File: src/rtl/lac_pkg.sv
package lac_pkg;
    typedef logic [7:0] byte_t;

    localparam byte_t OP_RESET = 8'h00;
    localparam byte_t OP_RUN   = 8'h01;
    localparam byte_t OP_IDENT = 8'h02;
    localparam byte_t OP_META  = 8'h04;
    localparam byte_t OP_DIV   = 8'h80;
    localparam byte_t OP_LEN   = 8'h81;
    localparam byte_t OP_FLAGS = 8'h82;
    localparam byte_t OP_POST  = 8'h83;

    localparam int ID_LEN = 4;
    localparam int ID_IDX_W = $clog2(ID_LEN);

    function automatic byte_t id_sig(input logic [ID_IDX_W-1:0] idx);
        case (idx)
            2'd0:    return 8'h31;
            2'd1:    return 8'h53;
            2'd2:    return 8'h4C;
            default: return 8'h4F;
        endcase
    endfunction
endpackage

File: src/rtl/lac_framer.sv
module lac_framer
    import lac_pkg::*;
#(
    parameter int ARG_BYTES = 4,
    localparam int ARG_W = 8 * ARG_BYTES
) (
    input  logic             clk,
    input  logic             rst,
    input  logic             in_valid,
    input  byte_t            in_byte,
    output logic             short_valid,
    output byte_t            short_op,
    output logic             long_valid,
    output byte_t            long_op,
    output logic [ARG_W-1:0] long_arg
);
    localparam int CNT_W = $clog2(ARG_BYTES + 1);

    logic [CNT_W-1:0] slot;
    byte_t            op_hold;
    logic [ARG_W-1:0] acc;
    logic [ARG_W-1:0] acc_next;

    assign acc_next = {in_byte, acc[ARG_W-1:8]};

    always_ff @(posedge clk) begin
        if (rst) begin
            slot        <= '0;
            op_hold     <= '0;
            acc         <= '0;
            short_valid <= 1'b0;
            short_op    <= '0;
            long_valid  <= 1'b0;
            long_op     <= '0;
            long_arg    <= '0;
        end else begin
            short_valid <= 1'b0;
            long_valid  <= 1'b0;
            if (in_valid) begin
                if (slot == '0) begin
                    if (in_byte[7]) begin
                        op_hold <= in_byte;
                        slot    <= CNT_W'(1);
                    end else begin
                        short_valid <= 1'b1;
                        short_op    <= in_byte;
                    end
                end else begin
                    acc <= acc_next;
                    if (slot == CNT_W'(ARG_BYTES)) begin
                        slot       <= '0;
                        long_valid <= 1'b1;
                        long_op    <= op_hold;
                        long_arg   <= acc_next;
                    end else begin
                        slot <= slot + CNT_W'(1);
                    end
                end
            end
        end
    end
endmodule

File: src/rtl/lac_cfg_bank.sv
module lac_cfg_bank
    import lac_pkg::*;
#(
    parameter int ARG_W  = 32,
    parameter int DIV_W  = 24,
    parameter int FLAG_W = 16
) (
    input  logic              clk,
    input  logic              rst,
    input  logic              clear,
    input  logic              run,
    input  logic              wr_en,
    input  byte_t             wr_op,
    input  logic [ARG_W-1:0]  wr_val,
    output logic              armed,
    output logic [DIV_W-1:0]  divider,
    output logic [ARG_W-1:0]  cap_len,
    output logic [ARG_W-1:0]  post_len,
    output logic [FLAG_W-1:0] flags
);
    always_ff @(posedge clk) begin
        if (rst || clear) begin
            armed    <= 1'b0;
            divider  <= '0;
            cap_len  <= '0;
            post_len <= '0;
            flags    <= '0;
        end else begin
            if (run) armed <= 1'b1;
            if (wr_en) begin
                case (wr_op)
                    OP_DIV:   divider  <= wr_val[DIV_W-1:0];
                    OP_LEN:   cap_len  <= wr_val;
                    OP_FLAGS: flags    <= wr_val[FLAG_W-1:0];
                    OP_POST:  post_len <= wr_val;
                    default:  ;
                endcase
            end
        end
    end
endmodule

File: src/rtl/lac_id_tx.sv
module lac_id_tx
    import lac_pkg::*;
(
    input  logic  clk,
    input  logic  rst,
    input  logic  start,
    input  logic  abort,
    input  logic  tx_ready,
    output logic  tx_valid,
    output byte_t tx_byte
);
    logic                busy;
    logic [ID_IDX_W-1:0] idx;

    always_ff @(posedge clk) begin
        if (rst || abort) begin
            busy <= 1'b0;
            idx  <= '0;
        end else if (!busy) begin
            if (start) begin
                busy <= 1'b1;
                idx  <= '0;
            end
        end else if (tx_ready) begin
            if (idx == ID_IDX_W'(ID_LEN - 1)) begin
                busy <= 1'b0;
                idx  <= '0;
            end else begin
                idx <= idx + ID_IDX_W'(1);
            end
        end
    end

    assign tx_valid = busy;
    assign tx_byte  = id_sig(idx);
endmodule

File: src/rtl/lac_cmd_decoder.sv
module lac_cmd_decoder
    import lac_pkg::*;
#(
    parameter int ARG_BYTES = 4,
    parameter int DIV_W     = 24,
    parameter int FLAG_W    = 16,
    localparam int ARG_W    = 8 * ARG_BYTES
) (
    input  logic              clk,
    input  logic              rst,
    input  logic              rx_valid,
    input  logic [7:0]        rx_byte,
    output logic              tx_valid,
    input  logic              tx_ready,
    output logic [7:0]        tx_byte,
    output logic              wr_strobe,
    output logic [7:0]        wr_opcode,
    output logic [ARG_W-1:0]  wr_arg,
    output logic              soft_rst,
    output logic              run_pulse,
    output logic              meta_pulse,
    output logic              armed,
    output logic [DIV_W-1:0]  divider,
    output logic [ARG_W-1:0]  cap_len,
    output logic [ARG_W-1:0]  post_len,
    output logic [FLAG_W-1:0] flags
);
    logic  short_valid;
    byte_t short_op;
    logic  id_start;

    lac_framer #(.ARG_BYTES(ARG_BYTES)) u_framer (
        .clk        (clk),
        .rst        (rst),
        .in_valid   (rx_valid),
        .in_byte    (rx_byte),
        .short_valid(short_valid),
        .short_op   (short_op),
        .long_valid (wr_strobe),
        .long_op    (wr_opcode),
        .long_arg   (wr_arg)
    );

    assign soft_rst   = short_valid && (short_op == OP_RESET);
    assign run_pulse  = short_valid && (short_op == OP_RUN);
    assign meta_pulse = short_valid && (short_op == OP_META);
    assign id_start   = short_valid && (short_op == OP_IDENT);

    lac_cfg_bank #(.ARG_W(ARG_W), .DIV_W(DIV_W), .FLAG_W(FLAG_W)) u_cfg (
        .clk     (clk),
        .rst     (rst),
        .clear   (soft_rst),
        .run     (run_pulse),
        .wr_en   (wr_strobe),
        .wr_op   (wr_opcode),
        .wr_val  (wr_arg),
        .armed   (armed),
        .divider (divider),
        .cap_len (cap_len),
        .post_len(post_len),
        .flags   (flags)
    );

    lac_id_tx u_idtx (
        .clk     (clk),
        .rst     (rst),
        .start   (id_start),
        .abort   (soft_rst),
        .tx_ready(tx_ready),
        .tx_valid(tx_valid),
        .tx_byte (tx_byte)
    );
endmodule

File: config.mk
export PLATFORM = sky130hd
export DESIGN_NAME = lac_cmd_decoder
export DESIGN_NICKNAME = d
export VERILOG_FILES = /design/src/rtl/lac_pkg.sv /design/src/rtl/lac_framer.sv /design/src/rtl/lac_cfg_bank.sv /design/src/rtl/lac_id_tx.sv /design/src/rtl/lac_cmd_decoder.sv
export SDC_FILE = /design/constraint.sdc
export NUM_CORES = 1
export LEC_CHECK = 0
export CORE_MARGIN = 2
export CORE_UTILIZATION = 25
export DETAILED_ROUTE_END_ITERATION = 10
export PLACE_DENSITY_LB_ADDON = 0.05
export SETUP_SLACK_MARGIN = 0.15
export SYNTH_ARGS = -nofsm -noshare
export SYNTH_HDL_FRONTEND = slang
export SYNTH_HIERARCHICAL = 1
export SYNTH_SLANG_ARGS = --single-unit
File: constraint.sdc
create_clock -name clk -period 6.05 [get_ports clk]
set_input_delay 0.605 -clock clk [delete_from_list [all_inputs] [get_ports clk]]
set_output_delay 0.605 -clock clk [all_outputs]
set_load 0.1 [all_outputs]
==> results of run 1 <==
-- worst max-delay path by stage --
stage                         startpoint           endpoint  slack (ns)  cells past startpoint
finish              u_framer/short_op[5]           soft_rst        2.11                      3
detailed placement  u_framer/short_op[5]           soft_rst        2.56                      3
floorplan           u_framer/short_op[5]  u_cfg/divider[10]        0.77                      7
global placement    u_framer/short_op[5]           soft_rst        2.58                      3
CTS                 u_framer/short_op[5]           soft_rst        2.07                      3
global route        u_framer/short_op[5]           soft_rst        1.92                      3
-- sequential cells by signal, indices dropped and copies added, names as in the netlist --
signal                count
u_cfg/cap_len            32
u_cfg/post_len           32
u_framer/long_arg        32
u_cfg/divider            24
u_framer/acc             24
u_cfg/flags              16
u_framer/long_op          8
u_framer/op_hold          8
u_framer/short_op         7
u_framer/slot             3
u_idtx/idx                2
u_cfg/armed               1
u_framer/long_valid       1
u_framer/short_valid      1
u_idtx/tx_valid           1
-- report_power, final --
part / total [uW] / switching, uW / internal, uW
sequential: 1280 / 8.67 / 1270
clock: 1110 / 561 / 549
combinational: 114 / 84.8 / 29.0
-- through the flow --
| step | hold slack, ns | power, uW | utilization, % |
|---|---|---|---|
| 2_1_floorplan | 0.428 | 1400 | - |
| 3_3_place_gp | 0.443 | 1430 | 31.5 |
| 3_5_place_dp | 0.447 | 1430 | 31.5 |
| 4_1_cts | 0.453 | 2550 | 33.4 |
| 5_1_grt | 0.476 | 2620 | 33.4 |
| 6_report | 0.454 | 2510 | 33.4 |
-- synth_stat cells (all sizes together) --
cell / instances / area, sq um
a2111oi: 1 / 27.5
a21oi: 75 / 375
a2bb2oi: 1 / 8.76
a32o: 2 / 21.3
and2: 1 / 8.76
and2b: 2 / 17.5
and3: 1 / 6.26
and4b: 1 / 10.0
and4bb: 4 / 53.8
buf: 34 / 288
clkbuf: 27 / 101
conb: 2 / 7.51
dfxtp: 192 / 3840
ha: 9 / 113
inv: 8 / 30.0
mux2i: 112 / 1120
nand2: 233 / 875
nand2b: 1 / 6.26
nand3: 25 / 130
nand3b: 2 / 15.0
nand4: 1 / 12.5
nand4b: 3 / 41.3
nor2: 15 / 56.3
nor2b: 1 / 6.26
nor3: 1 / 16.3
nor3b: 2 / 15.0
nor4: 4 / 25.0
nor4b: 1 / 15.0
o21a: 1 / 7.51
o21ai: 26 / 130
or2: 2 / 12.5
or3b: 1 / 8.76
or4: 1 / 11.3
-- cell families after synthesis --
kind of cell	count (synthesis)	synth area share, %
AOI/OAI and AO/OA	106	7.69
adders and majority gates	9	1.52
and+or+nand+nor	302	18.1
DFF	192	51.8
other	2	0.101
muxes	112	15.1
buffers and inverters	69	5.65
-- final cells by class --
class,instances,area [sq um]
Tap cell,390,488
Clock inverter,15,145
Clock buffer,17,425
Sequential cell,192,3840
Fill cell,3059,19600
Timing Repair Buffer,175,1730
Inverter,8,30.0
Multi-Input combinational cell,531,3170
-- routing by layer --
layer | vias up | track usage, %
li1 | 2903 | -
met3 | 16 | 2.48
met1 | 2754 | 20.5
met4 | 0 | 4.30
met5 | - | 0
met2 | 98 | 21.4
-- critical path, cell delays in order, from the launching register on --
cell and delay [ns]:
dfxtp_1 0.31, or4_4 0.57, nor4_2 0.75, clkdlybuf4s50_1 1.28
==> summary.md, run 1 <==
| Metric | Value |
|---|---|
| Seq/Total Area, Yosys | 51.8% |
| Hold Path Cell Cnt | 2 |
| Row count | 63 |
| Die outline width | roughly 180 um |
| Setup WS pre-CTS | between 2 and 3 ns |
| Leakage | ~0.0037 uW |
| HP Class | flop to flop |
| Vias/cell | approximately 4.3 |
| DRT antenna net count | 0 |
| H-tree depth | 4 |
| CP arrival | 3.34 ns |
| Final period util | 65.2% |
| Global route overflow | 0 |
| Worst-skew pair later-pin latency | 0.43 ns |
| Commonest non-fill, non-tap cell in the layout | nand2_1 |
| Die area | around 0.031 sq mm |
| GRT Overall Usage | 14.2% |
| Core area | 0.0294 sq mm |
| Num ports | 170 |
| Clock transition at the registers of the reported paths | 0.07 ns |
| Post-Place Cells | 1296 |
| Final instance area | 0.00983 sq mm |
| Final setup vio count | 0 |
| R2R depth | 6 |
| Largest net degree at the start of global routing | 90 |
| Synthesized cell area | 0.00742 sq mm |
| RSZ-0062 raised after global routing | false |
| Hold Crit Endpoint | u_framer/long_arg[1] |
| Critical Path Start Type | flop |
| Mapped Cells | a little under 800 |
| Num CTS Buffers | 17 |
| Starting Density | 25.2% |
| Max Slew Vio Count | 0 |
| Share of layout cells above drive strength 1 | 6.29% |
| RD Place Congestion | 0.709 |
| Die height | 176 um |
| Synthesized area per cell | 9.37 sq um |
| Yosys cell types | 45 |
| Met3 WL | 791 um |
| CTS tree | yes |
| Hold Vio Cnt, Final | 0 |
| Max Clock Skew | 0.0133 ns |
| Status | completed |
| Fin cells | 1328 |
| Maximum buffer depth of the clock tree | 2 |
| Syn nets | around 810 |
| Clock sinks | roughly 190 |
| Post-synthesis register bit count | 192 |
| HPWL after DPL | around 15000 um |
| Setup TNS | 0 ns |
| WP data required | 5.44 ns |
| Synth Warn # | 6 |
| Placed instance area | 0.00926 sq mm |
| Min Clock Period, post-route | 3.94 ns |
| Initial antenna violation count | 0 |
| Vias in the first global route | 5665 |
| Routed len/inst | around 17 um |
| Antenna Cells | 0 |
| Syn-to-layout area delta | 32.5% |
| Terminus of the critical flop-to-flop path | u_cfg/divider[1] |
| Via Count | 5771 |
| Total wire length | approximately 22000 um |
| Pre-antenna DRT Iters | 4 |
| Max Freq | 254 MHz |
| DRT iter0 DRCs | 344 |
| Crit. End Element | output port |
| Crit path kind | flop to output port |
| Power Density | 255 mW/mm^2 |
| Root buf cell | clkbuf_16 |
| Max_cap viols | 0 |
| Cts-stage hold buffer count | 0 |
| R2r setup slk | 3.18 ns |
| PortBufs | 168 |
| Most frequent cells in the layout | nand2_1, dfxtp_1, clkdlybuf4s50_1 |
| RR Startpoint | u_framer/short_op[5] |
| Hold_sp | u_framer/acc[9] |
| First-pass GRT wire length | 34000 um |
| # nets final | 946 |
| Residual DRC count | 0 |
| Met2 wire len | approximately 9800 um |
| DR top layer | met4 |
| Maximum vdd drop | roughly 130 uV |
| PnR worst setup slack | 2.11 ns |
| Post-CTS setup buffers | 0 |
| CP max FO | 6 |
| Number of gates resized after cts | 0 |
| Worst Tran Pin Value | roughly 1.1 ns |
| M1 wire length | around 11000 um |
| Rel. slew slack | 28.7% |
No activity file was read; power rests on OpenSTA's default activity.
==> run 2, diff against run 1 <==
Clock period 6.05 ns to 3.9 ns, I/O delays scaled along.
==> run 2 against run 1 <==
Effect of this change:
- clock power grew 60%
- worst hold slack lost 0.076 ns
- non-clock buffer count shrank 1
- first-iteration DRC count grew 16%
- core utilization grew 0.14 points
- flip-flop and latch count is the same
- total power grew 58%
- sequential share of layout area shrank 0.16 points
- sequential power grew 55%
- final area grew 0.42%
- critical path depth grew 1
- highest routed layer unchanged
==> summary.md, run 2 (synthesis gave the netlist of run 1 again) <==
| Metric | Value |
|---|---|
| Critical Path Start Type | flop (unchanged) |
| CTS tree | yes (unchanged) |
| Initial antenna violation count | 0 (unchanged) |
| # fillers | 3028 (was 3059) |
| Switching fraction of total power | 26.5% (was 26.1%) |
| PnR worst setup slack | 1.05 ns (was 2.11 ns) |
| Crit. End Element | output port (unchanged) |
| RD Place Congestion | 0.712 (was 0.709) |
| Num CTS Buffers | 17 (unchanged) |
| Leakage | 0.00376 uW (was 0.00374 uW) |
| R2r setup slk | 1.39 ns (was 3.18 ns) |
| GRT Overall Usage | 14.2% (about the same) |
| Root buf cell | clkbuf_16 (unchanged) |
| Row count | 63 (unchanged) |
| Clk pwr share | 45.1% (was 44.3%) |
| Comb power frac | 4.5% (about the same) |
| CP arrival | 2.46 ns (was 3.34 ns) |
| First-pass GRT wire length | 33700 um (was 34000 um) |
| Worst Tran Pin Value | 1.08 ns (was 1.07 ns) |
| Most frequent cells in the layout | nand2_1, dfxtp_1, clkdlybuf4s50_1 (unchanged) |
| Die height | 176 um (unchanged) |
| Net Sw Power | 1050 uW (was 654 uW) |
| Crit path kind | flop to output port (unchanged) |
| Crit-path max cell delay | 0.97 ns (was 1.28 ns) |
| Post-CTS setup buffers | 0 (unchanged) |
| Global route overflow | 0 (unchanged) |
| Number of gates resized after cts | 0 (unchanged) |
| Internal Pwr Total | 2910 uW (was 1850 uW) |
| Die area | 0.0311 sq mm (unchanged) |
| Commonest non-fill, non-tap cell in the layout | nand2_1 (unchanged) |
| Rel. slew slack | 27.6% (was 28.7%) |
| Status | completed (unchanged) |
| DRT iter0 DRCs | 398 (was 344) |
| WP data required | 3.51 ns (was 5.44 ns) |
| Total wire length | 22300 um (was 22200 um) |
| R2R depth | 6 (unchanged) |
| Max Freq | around 350 MHz |
| Starting Density | 25.2% (unchanged) |
| Die outline width | 176 um (unchanged) |
| Num ports | 170 (unchanged) |
| CP max FO | 6 (unchanged) |
| Vias/cell | 4.33 (was 4.35) |
| Via Count | 5746 (was 5771) |
| Regs by FF count | u_cfg/cap_len x32, u_cfg/post_len x32, u_framer/long_arg x32 (unchanged) |
| HPWL after DPL | 15300 um (was 15000 um) |
| Pre-antenna DRT Iters | 5 (was 4) |
| Worst-skew pair later-pin latency | 0.44 ns (was 0.43 ns) |
| Min Clock Period, post-route | 2.85 ns |
| Hold Path Cell Cnt | 3 (was 2) |
| # nets final | 945 (was 946) |
| Max Slew Vio Count | 0 (unchanged) |
| Clock transition at the registers of the reported paths | 0.07 ns (about the same) |
| Fin cells | 1327 (was 1328) |
| Power Density | 401 mW/mm^2 (was 255 mW/mm^2) |
| Hold Vio Cnt, Final | 0 (unchanged) |
| Crit-path slowest cell | clkdlybuf4s50_1 (unchanged) |
| HP Class | primary input to flop (was flop to flop) |
| Core area | 0.0294 sq mm (unchanged) |
| Residual DRC count | 0 (unchanged) |
| Post-Place Cells | 1295 (was 1296) |
| Total power | 3960 uW (was 2510 uW) |
| Final period util | 73.1% |
| RSZ-0062 raised after global routing | false (unchanged) |
| Maximum vdd drop | 265 uV (was 127 uV) |
| Syn-to-layout area delta | 33.1% (was 32.5%) |
| Share of layout cells above drive strength 1 | 6.62% (was 6.29%) |
| Critical Path, Cell by Cell | inv_1, ha_1, or2_2, clkdlybuf4s50_1 (was or4_4, nor4_2, clkdlybuf4s50_1) |
| Max Clock Skew | 0.0168 ns (was 0.0133 ns) |
| Power share of the sequential group | 50.4% (was 51.2%) |
| PortBufs | 168 (unchanged) |
| Setup TNS | 0 ns (unchanged) |
| Vias in the first global route | 5460 (was 5665) |
| Max_cap viols | 0 (unchanged) |
| DRT antenna net count | 0 (unchanged) |
| H-tree depth | 4 (unchanged) |
| Maximum buffer depth of the clock tree | 2 (unchanged) |
| Setup WS pre-CTS | 1.37 ns (was 2.56 ns) |
| Final setup vio count | 0 (unchanged) |
| Largest net degree at the start of global routing | 110 (was 90) |
| Routed len/inst | 16.8 um (was 16.7 um) |
| Clock sinks | 192 (unchanged) |
| Cts-stage hold buffer count | 0 (unchanged) |
| Antenna Cells | 0 (unchanged) |
[run 2: cell types whose count changed in the layout (fill, tap and decap cells not counted), moves of 2 or more]
| cell | before | now |
|---|---|---|
| inv_6 | 5 | 7 |
| clkinv_4 | 2 | 0 |
| clkdlybuf4s50_1 | 167 | 164 |
| clkinv_2 | 2 | 0 |
| clkinv_8 | 2 | 4 |
[run 2: metal layers]
layer | vias to the layer above | track usage [%] | part of all wire (%)
li1 | 2914 | - | -
met1 | 2711 | 20.2 | 51
met2 | 110 | 21.7 | 44
met3 | 11 | 3.19 | 3.7
met4 | 0 | 3.37 | 0.95
met5 | - | 0 | 0
[run 2: metrics by stage]
| step | hold WS, ns | instance area (sq um) | utilization (%) |
|---|---|---|---|
| after global placement | 0.441 | 9270 | 31.5 |
| after floorplan | 0.428 | 7440 | - |
| after detailed placement | 0.443 | 9270 | 31.5 |
| after global routing | 0.396 | 9870 | 33.6 |
| final | 0.378 | 9870 | 33.6 |
| after CTS | 0.365 | 9870 | 33.6 |
[run 2: power by group through the flow]
stage / registers, uW / clock network (uW) / logic, uW
floorplan: 2030 / 0 / 135
global placement: 2040 / 0 / 183
detailed placement: 2040 / 0 / 181
CTS: 1990 / 1860 / 182
global route: 2000 / 1930 / 198
finish: 1990 / 1780 / 179
[run 2: critical path: cells and delay by family, from the launching register on]
family                   cells  cell delay (ns)
adder cells (fa/ha/maj)      1             0.20
AND/OR/NAND/NOR              1             0.28
buffers and inverters        2             1.11
flip-flops                   1             0.44
[run 2: area by class of cell]
cell class	count	area, sq um	share of cell area, %
flip-flops and latches	192	3840	38.9
multi-input cells	531	3180	32.2
repair buffers	174	1730	17.5
well taps	390	488	4.94
clock buffers	18	439	4.45
clock inverters	14	160	1.62
inverters	8	30.0	0.304
[run 2: worst paths after layout]
path | to | from
setup reg to reg | u_cfg/divider[0] | u_framer/short_op[5]
hold reg to reg | u_framer/long_arg[7] | u_framer/acc[15]
hold / removal | u_cfg/armed | rst
setup / recovery | tx_byte[2] | u_idtx/idx[0]
